File: src/rtl/swe_pkg.sv
package swe_pkg;
  localparam logic [2:0] M_SLEEP    = 3'd0;
  localparam logic [2:0] M_STANDBY  = 3'd1;
  localparam logic [2:0] M_RESTART  = 3'd2;
  localparam logic [2:0] M_FAILSAFE = 3'd3;
  localparam logic [2:0] M_NORMAL   = 3'd4;

  localparam int unsigned MAX_SECS = 600;

  // Duration code to seconds.
  function automatic int unsigned secs_of(input logic [3:0] code);
    int unsigned s;
    if (code == 4'd0)       s = 30;
    else if (code == 4'd1)  s = 60;
    else if (code == 4'd15) s = MAX_SECS;
    else                    s = 30 * (int'(code) + 4);
    return s;
  endfunction
endpackage

File: src/rtl/swe_cfg_reg.sv
module swe_cfg_reg #(
  parameter int unsigned AW = 8,
  parameter int unsigned DW = 8,
  parameter logic [AW-1:0] REG_ADDR = 8'h1C,
  parameter logic [DW-1:0] RESET_VAL = 8'h30
) (
  input  logic          clk,
  input  logic          rst,
  input  logic [AW-1:0] addr_i,
  input  logic [DW-1:0] wdata_i,
  input  logic          we_i,
  output logic [DW-1:0] rdata_o,
  output logic [DW-1:0] cfg_o
);
  logic hit;
  assign hit = (addr_i == REG_ADDR);

  always_ff @(posedge clk) begin
    if (rst) begin
      cfg_o   <= RESET_VAL;
      rdata_o <= '0;
    end else begin
      if (we_i && hit) cfg_o <= wdata_i;
      rdata_o <= hit ? cfg_o : '0;
    end
  end

  // no write strobe at this address keeps the byte
  p_reg_hold_r2: assert property (@(posedge clk) disable iff (rst)
    (!(we_i && hit)) |=> $stable(cfg_o));
endmodule

File: src/rtl/swe_limit.sv
module swe_limit #(
  parameter int unsigned TICKS_PER_SEC = 1,
  parameter int unsigned CNT_W = 10
) (
  input  logic [3:0]       code_i,
  output logic [CNT_W-1:0] limit_o
);
  import swe_pkg::*;
  always_comb begin
    limit_o = CNT_W'(secs_of(code_i) * TICKS_PER_SEC);
  end
endmodule

File: src/rtl/swe_count.sv
module swe_count #(
  parameter int unsigned CNT_W = 10
) (
  input  logic             clk,
  input  logic             rst,
  input  logic             tick_i,
  input  logic [CNT_W-1:0] limit_i,
  input  logic [2:0]       mode_i,
  input  logic             serial_i,
  input  logic             dis_i,
  input  logic             vcc_good_i,
  input  logic             spi_done_i,
  input  logic             fs_en_i,
  output logic             timeout_o,
  output logic             req_valid_o,
  output logic [2:0]       req_mode_o
);
  import swe_pkg::*;

  logic [2:0]       mode_q;
  logic             run_q;
  logic [CNT_W-1:0] cnt_q;
  logic [CNT_W-1:0] cnt_inc;
  logic             qual, enabled, entry, abort_c, stop_c, expire;
  logic [2:0]       target;

  always_comb begin
    qual    = (mode_i == M_RESTART) || (mode_i == M_FAILSAFE) ||
              (serial_i && (mode_i == M_STANDBY));
    enabled = !serial_i || !dis_i;
    entry   = qual && (mode_i != mode_q);
    abort_c = ((mode_i == M_RESTART) && vcc_good_i) ||
              ((mode_i == M_STANDBY) && spi_done_i);
    stop_c  = !qual || !enabled || abort_c;
    cnt_inc = cnt_q + 1'b1;
    expire  = !stop_c && !entry && run_q && tick_i && (cnt_inc >= limit_i);
    if (mode_i == M_STANDBY) target = fs_en_i ? M_FAILSAFE : M_SLEEP;
    else                     target = M_SLEEP;
  end

  always_ff @(posedge clk) begin
    if (rst) begin
      mode_q      <= M_NORMAL;
      run_q       <= 1'b0;
      cnt_q       <= '0;
      timeout_o   <= 1'b0;
      req_valid_o <= 1'b0;
      req_mode_o  <= M_SLEEP;
    end else begin
      mode_q    <= mode_i;
      timeout_o <= 1'b0;
      if (req_valid_o && (mode_i == req_mode_o)) req_valid_o <= 1'b0;
      if (stop_c) begin
        run_q <= 1'b0;
        cnt_q <= '0;
      end else if (entry) begin
        run_q <= 1'b1;
        cnt_q <= '0;
      end else if (expire) begin
        run_q       <= 1'b0;
        cnt_q       <= '0;
        timeout_o   <= 1'b1;
        req_valid_o <= 1'b1;
        req_mode_o  <= target;
      end else if (run_q && tick_i) begin
        cnt_q <= cnt_inc;
      end
    end
  end

  // pulse lasts one cycle
  p_pulse_r11: assert property (@(posedge clk) disable iff (rst)
    timeout_o |=> !timeout_o);
  // pending request holds until the mode matches
  p_req_held_r11: assert property (@(posedge clk) disable iff (rst)
    (req_valid_o && (mode_i != req_mode_o)) |=> req_valid_o);
  // a pulse always comes with a request
  p_pulse_req_r11: assert property (@(posedge clk) disable iff (rst)
    timeout_o |-> req_valid_o);
  // supply good in restart blocks expiry
  p_abort_restart_r6: assert property (@(posedge clk) disable iff (rst)
    ((mode_i == M_RESTART) && vcc_good_i) |=> !timeout_o);
  // transaction in standby blocks expiry
  p_abort_standby_r7: assert property (@(posedge clk) disable iff (rst)
    ((mode_i == M_STANDBY) && spi_done_i) |=> !timeout_o);
  // standby expiry with fail-safe enabled asks for fail-safe
  p_target_r7: assert property (@(posedge clk) disable iff (rst)
    (timeout_o && ($past(mode_i) == M_STANDBY) && $past(fs_en_i)) |->
      (req_mode_o == M_FAILSAFE));
  // a running count only exists in a mode that can hang
  p_run_mode_r10: assert property (@(posedge clk) disable iff (rst)
    run_q |-> ((mode_q == M_RESTART) || (mode_q == M_FAILSAFE) ||
               (mode_q == M_STANDBY)));
endmodule

File: src/rtl/swe_supervisor.sv
module swe_supervisor #(
  parameter int unsigned TICKS_PER_SEC = 1,
  parameter int unsigned AW = 8,
  parameter int unsigned DW = 8,
  parameter logic [AW-1:0] CFG_ADDR = 8'h1C,
  parameter logic [DW-1:0] CFG_RESET = 8'h30
) (
  input  logic          clk,
  input  logic          rst,
  input  logic          tick_i,
  input  logic [2:0]    mode_i,
  input  logic          serial_i,
  input  logic          vcc_good_i,
  input  logic          spi_done_i,
  input  logic          fs_en_i,
  input  logic [AW-1:0] reg_addr_i,
  input  logic [DW-1:0] reg_wdata_i,
  input  logic          reg_we_i,
  output logic [DW-1:0] reg_rdata_o,
  output logic          timeout_o,
  output logic          req_valid_o,
  output logic [2:0]    req_mode_o
);
  localparam int unsigned CNT_W = $clog2(swe_pkg::MAX_SECS * TICKS_PER_SEC + 1);

  logic [DW-1:0]    cfg;
  logic [CNT_W-1:0] limit;

  swe_cfg_reg #(.AW(AW), .DW(DW), .REG_ADDR(CFG_ADDR), .RESET_VAL(CFG_RESET)) u_cfg (
    .clk(clk), .rst(rst), .addr_i(reg_addr_i), .wdata_i(reg_wdata_i),
    .we_i(reg_we_i), .rdata_o(reg_rdata_o), .cfg_o(cfg)
  );

  swe_limit #(.TICKS_PER_SEC(TICKS_PER_SEC), .CNT_W(CNT_W)) u_limit (
    .code_i(cfg[6:3]), .limit_o(limit)
  );

  swe_count #(.CNT_W(CNT_W)) u_count (
    .clk(clk), .rst(rst), .tick_i(tick_i), .limit_i(limit), .mode_i(mode_i),
    .serial_i(serial_i), .dis_i(cfg[7]), .vcc_good_i(vcc_good_i),
    .spi_done_i(spi_done_i), .fs_en_i(fs_en_i), .timeout_o(timeout_o),
    .req_valid_o(req_valid_o), .req_mode_o(req_mode_o)
  );

  // serial style with the disable bit set never expires
  p_dis_serial_r9: assert property (@(posedge clk) disable iff (rst)
    (serial_i && cfg[7]) |=> !timeout_o);
endmodule

File: config.mk
export PLATFORM = sky130hd
export DESIGN_NAME = swe_supervisor
export DESIGN_NICKNAME = d
export VERILOG_FILES = /design/src/rtl/swe_pkg.sv /design/src/rtl/swe_cfg_reg.sv /design/src/rtl/swe_limit.sv /design/src/rtl/swe_count.sv /design/src/rtl/swe_supervisor.sv
export SDC_FILE = /design/constraint.sdc
export NUM_CORES = 1
export LEC_CHECK = 0
export BUFFER_PORTS_ARGS = -buffer_cell sky130_fd_sc_hd__buf_2
export CAP_MARGIN = 25
export CORE_UTILIZATION = 50
export DETAILED_ROUTE_END_ITERATION = 10
export PLACE_DENSITY = 0.73
export REMOVE_ABC_BUFFERS = 1
export SETUP_SLACK_MARGIN = 0.1
export SLEW_MARGIN = 20
export SYNTH_ARGS = -nofsm -noshare
export SYNTH_HDL_FRONTEND = slang
export SYNTH_SLANG_ARGS = --single-unit
File: constraint.sdc
create_clock -name clk -period 4.82 [get_ports clk]
set_input_delay 0.723 -clock clk [delete_from_list [all_inputs] [get_ports clk]]
set_output_delay 0.723 -clock clk [all_outputs]
set_load 0.02 [all_outputs]
==> PnR_summary.wiki <==
{| class="wikitable"
! Metric !! Value
|-
| Vias in the first global route || 1656
|-
| Static power due to leakage || 0.00123 uW
|-
| Vertical die dimension || 68.9 um
|-
| Hold Vio Cnt, Final || 0
|-
| Worst path required time || 4980 ps
|-
| Pwr Density || 221 nW/um2
|-
| Proportion of layout cells with a drive suffix above 1 || 18.6%
|-
| CP Max Fanout || 7
|-
| Maximum resistive drop on vdd || 206 uV
|-
| Warning count from the yosys run || 0
|-
| Filler Cell Count || 376
|-
| Count of final setup violators || 0
|-
| Final routed wirelength across all metal layers || 4320 um
|-
| Tightest Pin Transition || 563 ps
|-
| All-layer global routing usage || 19.4%
|-
| Slew Limit Fails || 0
|-
| Routability congestion estimate from global placement || 0.788
|-
| Number of violations of the max-capacitance limit || 0
|-
| Summed instance area of the synthesized netlist || 2240 um2
|-
| Reg2reg end || u_count.cnt_q[8]
|-
| Detailed-router iteration count before antenna repair || 4
|-
| Global-route wire length before repair || 6800 um
|-
| Master cell of the clock root buffer || sky130_fd_sc_hd__clkbuf_8
|-
| Syn Inst Count || 257
|-
| Number of distinct standard cells referenced by the synthesized netlist || 38
|-
| Post-synthesis sequential element count || 33
|-
| TritonCTS clock tree || built
|-
| Area of the multi-input gates || 1500 um2
|-
| Net total in the final layout || 358
|-
| Hold Path Class || reg -> reg
|-
| Storage element area || 662 um2
|-
| CTS max path bufs || 2
|-
| Capturing element type of the critical path || flop
|-
| Mean routed wirelength per cell || 12.5 um
|-
| Starting Density || 54.0%
|-
| Syn-to-layout area delta || 16.0%
|-
| Arrival time of data at the critical path endpoint || 4650 ps
|-
| ANT nets after route || 0
|-
| Switching Fraction || 20.2%
|-
| Worst-Skew Late Latency || 280 ps
|-
| HPWL after DPL || 3250 um
|-
| Startpoint type of the worst setup path || flop
|-
| Number of antenna violations at the first check in global routing || 0
|-
| Standard-cell row count || 23
|-
| Number of cells traversed by the worst register-to-register path || 19
|-
| I/O pin cnt || 40
|-
| Share of power burned in the clock network || 46.6%
|-
| Aggregate global routing overflow || 0
|-
| Unrepaired setup endpoints after global routing || false
|-
| Largest net degree at the start of global routing || 22
|-
| Mean cell area of the mapped netlist || 8.71 um2
|-
| # port buffers || 38
|-
| Die Outline Area || 4750 um2
|-
| Core footprint || 4140 um2
|-
| Violation count after the first detailed-routing iteration || 91
|-
| Final setup TNS || 0 ps
|-
| Total inserted antenna cells || 0
|-
| DR vias/cell || 5.21
|-
| Number of sinks handled by clock tree synthesis || 33
|-
| CTS H-tree lvls || 2
|-
| FF-to-FF setup slack || 330 ps
|-
| Rel. slew slack || 62.2%
|-
| Worst hold path endpoint || u_cfg.rdata_o[0]
|-
| Launch instance of the worst min-delay path || u_cfg.cfg_o[0]
|-
| Switch Pwr || 116 uW
|-
| Hold Path Depth || 1
|-
| Residual DRC count || 0
|-
| Maximum clock frequency || 223 MHz
|-
| Post-route fraction of the period consumed by the critical path || 93.1%
|-
| Run status || finished, final reports clean
|-
| Gate power share || 5.5%
|-
| Final critical-path required period || 4490 ps
|-
| Part of the total power dissipated in sequential elements || 47.9%
|-
| Register area share after synthesis || 29.5%
|-
| Worst flop-to-flop path startpoint || u_cfg.cfg_o[5]
|-
| Final setup margin || 335 ps
|-
| Design internal power || 458 uW
|-
| Register clock-pin slew on the reported worst setup and hold paths || 70 ps
|-
| Die outline width || 68.9 um
|-
| Inserted Clock Buffers || 5
|-
| Kind of critical path || reg -> reg
|-
| Fin Clk Skew || 3.05 ps
|-
| Total via count in the routed design || 1804
|-
| Worst slack at placement || 32.4 ps
|}
## layout by cell type (no fill, tap or decap), types with 2 or more instances in the layout
cell type	count
sky130_fd_sc_hd__nor2_1	28
sky130_fd_sc_hd__buf_2	38
sky130_fd_sc_hd__and3_1	6
sky130_fd_sc_hd__o21ai_0	6
sky130_fd_sc_hd__a21oi_1	10
sky130_fd_sc_hd__nand4_1	6
sky130_fd_sc_hd__xnor2_1	21
sky130_fd_sc_hd__xor2_1	6
sky130_fd_sc_hd__nor2b_1	2
sky130_fd_sc_hd__inv_1	17
sky130_fd_sc_hd__a211o_1	2
sky130_fd_sc_hd__fa_1	5
sky130_fd_sc_hd__a21o_1	3
sky130_fd_sc_hd__ha_1	30
sky130_fd_sc_hd__or2_1	2
sky130_fd_sc_hd__o21ai_1	2
sky130_fd_sc_hd__nand2_1	17
sky130_fd_sc_hd__clkbuf_8	6
sky130_fd_sc_hd__nand3_1	12
sky130_fd_sc_hd__nor3_1	9
sky130_fd_sc_hd__nand2b_1	2
sky130_fd_sc_hd__mux2i_1	7
sky130_fd_sc_hd__and2_1	7
sky130_fd_sc_hd__dfxtp_1	32
## per-layer routing
metal	GRT usage (%)	up-vias	wire (um)
met5	0	-	0
met3	4.77	2	220
met4	5.36	0	14
met1	24.3	814	2010
li1	-	942	-
met2	32.8	46	2080
## cells by family after synthesis
kind of cell	synth area share, %
compound gates	8.22
buf+inv	4.75
mux	3.13
flops	29.5
other cells	0.168
xor+xnor	10.6
fa+ha+maj	21.8
simple gates	21.9
## Yosys cell counts
| master | number | area, um2 |
|---|---|---|
| sky130_fd_sc_hd__or2_1 | 2 | 12.5 |
| sky130_fd_sc_hd__nand2_1 | 17 | 63.8 |
| sky130_fd_sc_hd__o2111ai_2 | 1 | 15.0 |
| sky130_fd_sc_hd__nor2_1 | 28 | 105 |
| sky130_fd_sc_hd__or2_2 | 1 | 6.26 |
| sky130_fd_sc_hd__mux2i_1 | 7 | 70.1 |
| sky130_fd_sc_hd__nor4_1 | 1 | 6.26 |
| sky130_fd_sc_hd__o21ai_2 | 1 | 8.76 |
| sky130_fd_sc_hd__and3b_1 | 1 | 8.76 |
| sky130_fd_sc_hd__a211o_1 | 2 | 17.5 |
| sky130_fd_sc_hd__o21ai_1 | 1 | 5.00 |
| sky130_fd_sc_hd__xor2_1 | 6 | 52.6 |
| sky130_fd_sc_hd__inv_1 | 17 | 63.8 |
| sky130_fd_sc_hd__nand4_1 | 6 | 37.5 |
| sky130_fd_sc_hd__xnor2_1 | 21 | 184 |
| sky130_fd_sc_hd__conb_1 | 1 | 3.75 |
| sky130_fd_sc_hd__a21oi_1 | 10 | 50.1 |
| sky130_fd_sc_hd__nor2b_1 | 2 | 12.5 |
| sky130_fd_sc_hd__fa_1 | 5 | 100 |
| sky130_fd_sc_hd__dfxtp_1 | 33 | 661 |
| sky130_fd_sc_hd__buf_2 | 1 | 5.00 |
| sky130_fd_sc_hd__clkbuf_1 | 6 | 22.5 |
| sky130_fd_sc_hd__a211oi_1 | 1 | 7.51 |
| sky130_fd_sc_hd__nand2b_1 | 2 | 12.5 |
| sky130_fd_sc_hd__ha_1 | 31 | 388 |
| sky130_fd_sc_hd__o21ai_0 | 7 | 35.0 |
| sky130_fd_sc_hd__a21o_1 | 3 | 22.5 |
| sky130_fd_sc_hd__or3_1 | 1 | 6.26 |
| sky130_fd_sc_hd__nand3_1 | 12 | 60.1 |
| sky130_fd_sc_hd__a311oi_1 | 1 | 8.76 |
| sky130_fd_sc_hd__nor3_1 | 10 | 50.1 |
| sky130_fd_sc_hd__a31oi_1 | 1 | 6.26 |
| sky130_fd_sc_hd__o21bai_1 | 1 | 7.51 |
| sky130_fd_sc_hd__buf_4 | 2 | 15.0 |
| sky130_fd_sc_hd__and3_1 | 6 | 37.5 |
| sky130_fd_sc_hd__nor4b_2 | 1 | 15.0 |
| sky130_fd_sc_hd__or3_4 | 1 | 11.3 |
| sky130_fd_sc_hd__and2_1 | 7 | 43.8 |
## per-stage QoR
stage | cell area (um2) | utilization [%] | power (uW) | hold slack, ps | std cells
after floorplan | 2200 | - | 296 | 430 | 248
after global placement | 2450 | 59.1 | 312 | 435 | 336
after detailed placement | 2450 | 59.1 | 313 | 445 | 336
after CTS | 2570 | 62.0 | 579 | 457 | 344
after global routing | 2600 | 62.7 | 596 | 475 | 346
final | 2600 | 62.7 | 574 | 453 | 346
## area by class of cell
class	instances	area share, %
inverters	17	2.46
clock inverters	1	1.16
clock buffers	7	3.32
well taps	50	2.41
flip-flops and latches	33	25.5
repair buffers	39	7.61
multi-input cells	199	57.6
## state kept, by name, indices dropped and copies added, names as in the netlist
signal / count
u_cfg.cfg_o: 8
u_cfg.rdata_o: 8
u_count.cnt_q: 10
u_count.mode_q: 3
u_count.req_mode_o: 1
u_count.req_valid_o: 1
u_count.run_q: 1
u_count.timeout_o: 1
## power groups by stage
stage                     combinational, uW  clock [uW]  sequential (uW)
final                                  31.6         268              275
after global routing                   35.7         285              275
after detailed placement               31.4           0              281
after floorplan                        14.6           0              281
after global placement                 31.2           0              281
after CTS                              31.5         272              275
## worst max path at each step
stage,startpoint,end,slack [ps],cells after the start
floorplan,u_cfg.cfg_o[5],u_count.run_q,510,18
global route,u_cfg.cfg_o[5],u_count.cnt_q[2],130,19
CTS,u_cfg.cfg_o[5],u_count.cnt_q[0],110,18
finish,u_cfg.cfg_o[5],u_count.cnt_q[8],330,19
detailed placement,u_cfg.cfg_o[5],u_count.run_q,30,18
global placement,u_cfg.cfg_o[5],u_count.run_q,250,18
## worst max-delay path, stage by stage, from the launching register on
cell	delay, ps
sky130_fd_sc_hd__dfxtp_2	400
sky130_fd_sc_hd__inv_1	140
sky130_fd_sc_hd__ha_2	360
sky130_fd_sc_hd__fa_1	520
sky130_fd_sc_hd__inv_1	50
sky130_fd_sc_hd__fa_1	490
sky130_fd_sc_hd__inv_1	40
sky130_fd_sc_hd__ha_1	330
sky130_fd_sc_hd__a21o_1	170
sky130_fd_sc_hd__a21oi_1	210
sky130_fd_sc_hd__o21bai_1	100
sky130_fd_sc_hd__mux2i_1	150
sky130_fd_sc_hd__nand3_1	90
sky130_fd_sc_hd__ha_1	340
sky130_fd_sc_hd__nand4_1	130
sky130_fd_sc_hd__a311oi_1	270
sky130_fd_sc_hd__nor3_2	70
sky130_fd_sc_hd__buf_4	160
sky130_fd_sc_hd__o21ai_2	260
sky130_fd_sc_hd__nor2_1	90
## what timing repair did
action,4_1_cts,5_1_grt
gates resized for setup,1,4
pin swaps,0,2
setup buffers,0,1
hold buffers,0,0
endpoints found under the setup margin,2,13
endpoints found under the hold margin,0,0
cloned,0,1
No activity file was read; power rests on OpenSTA's default activity.
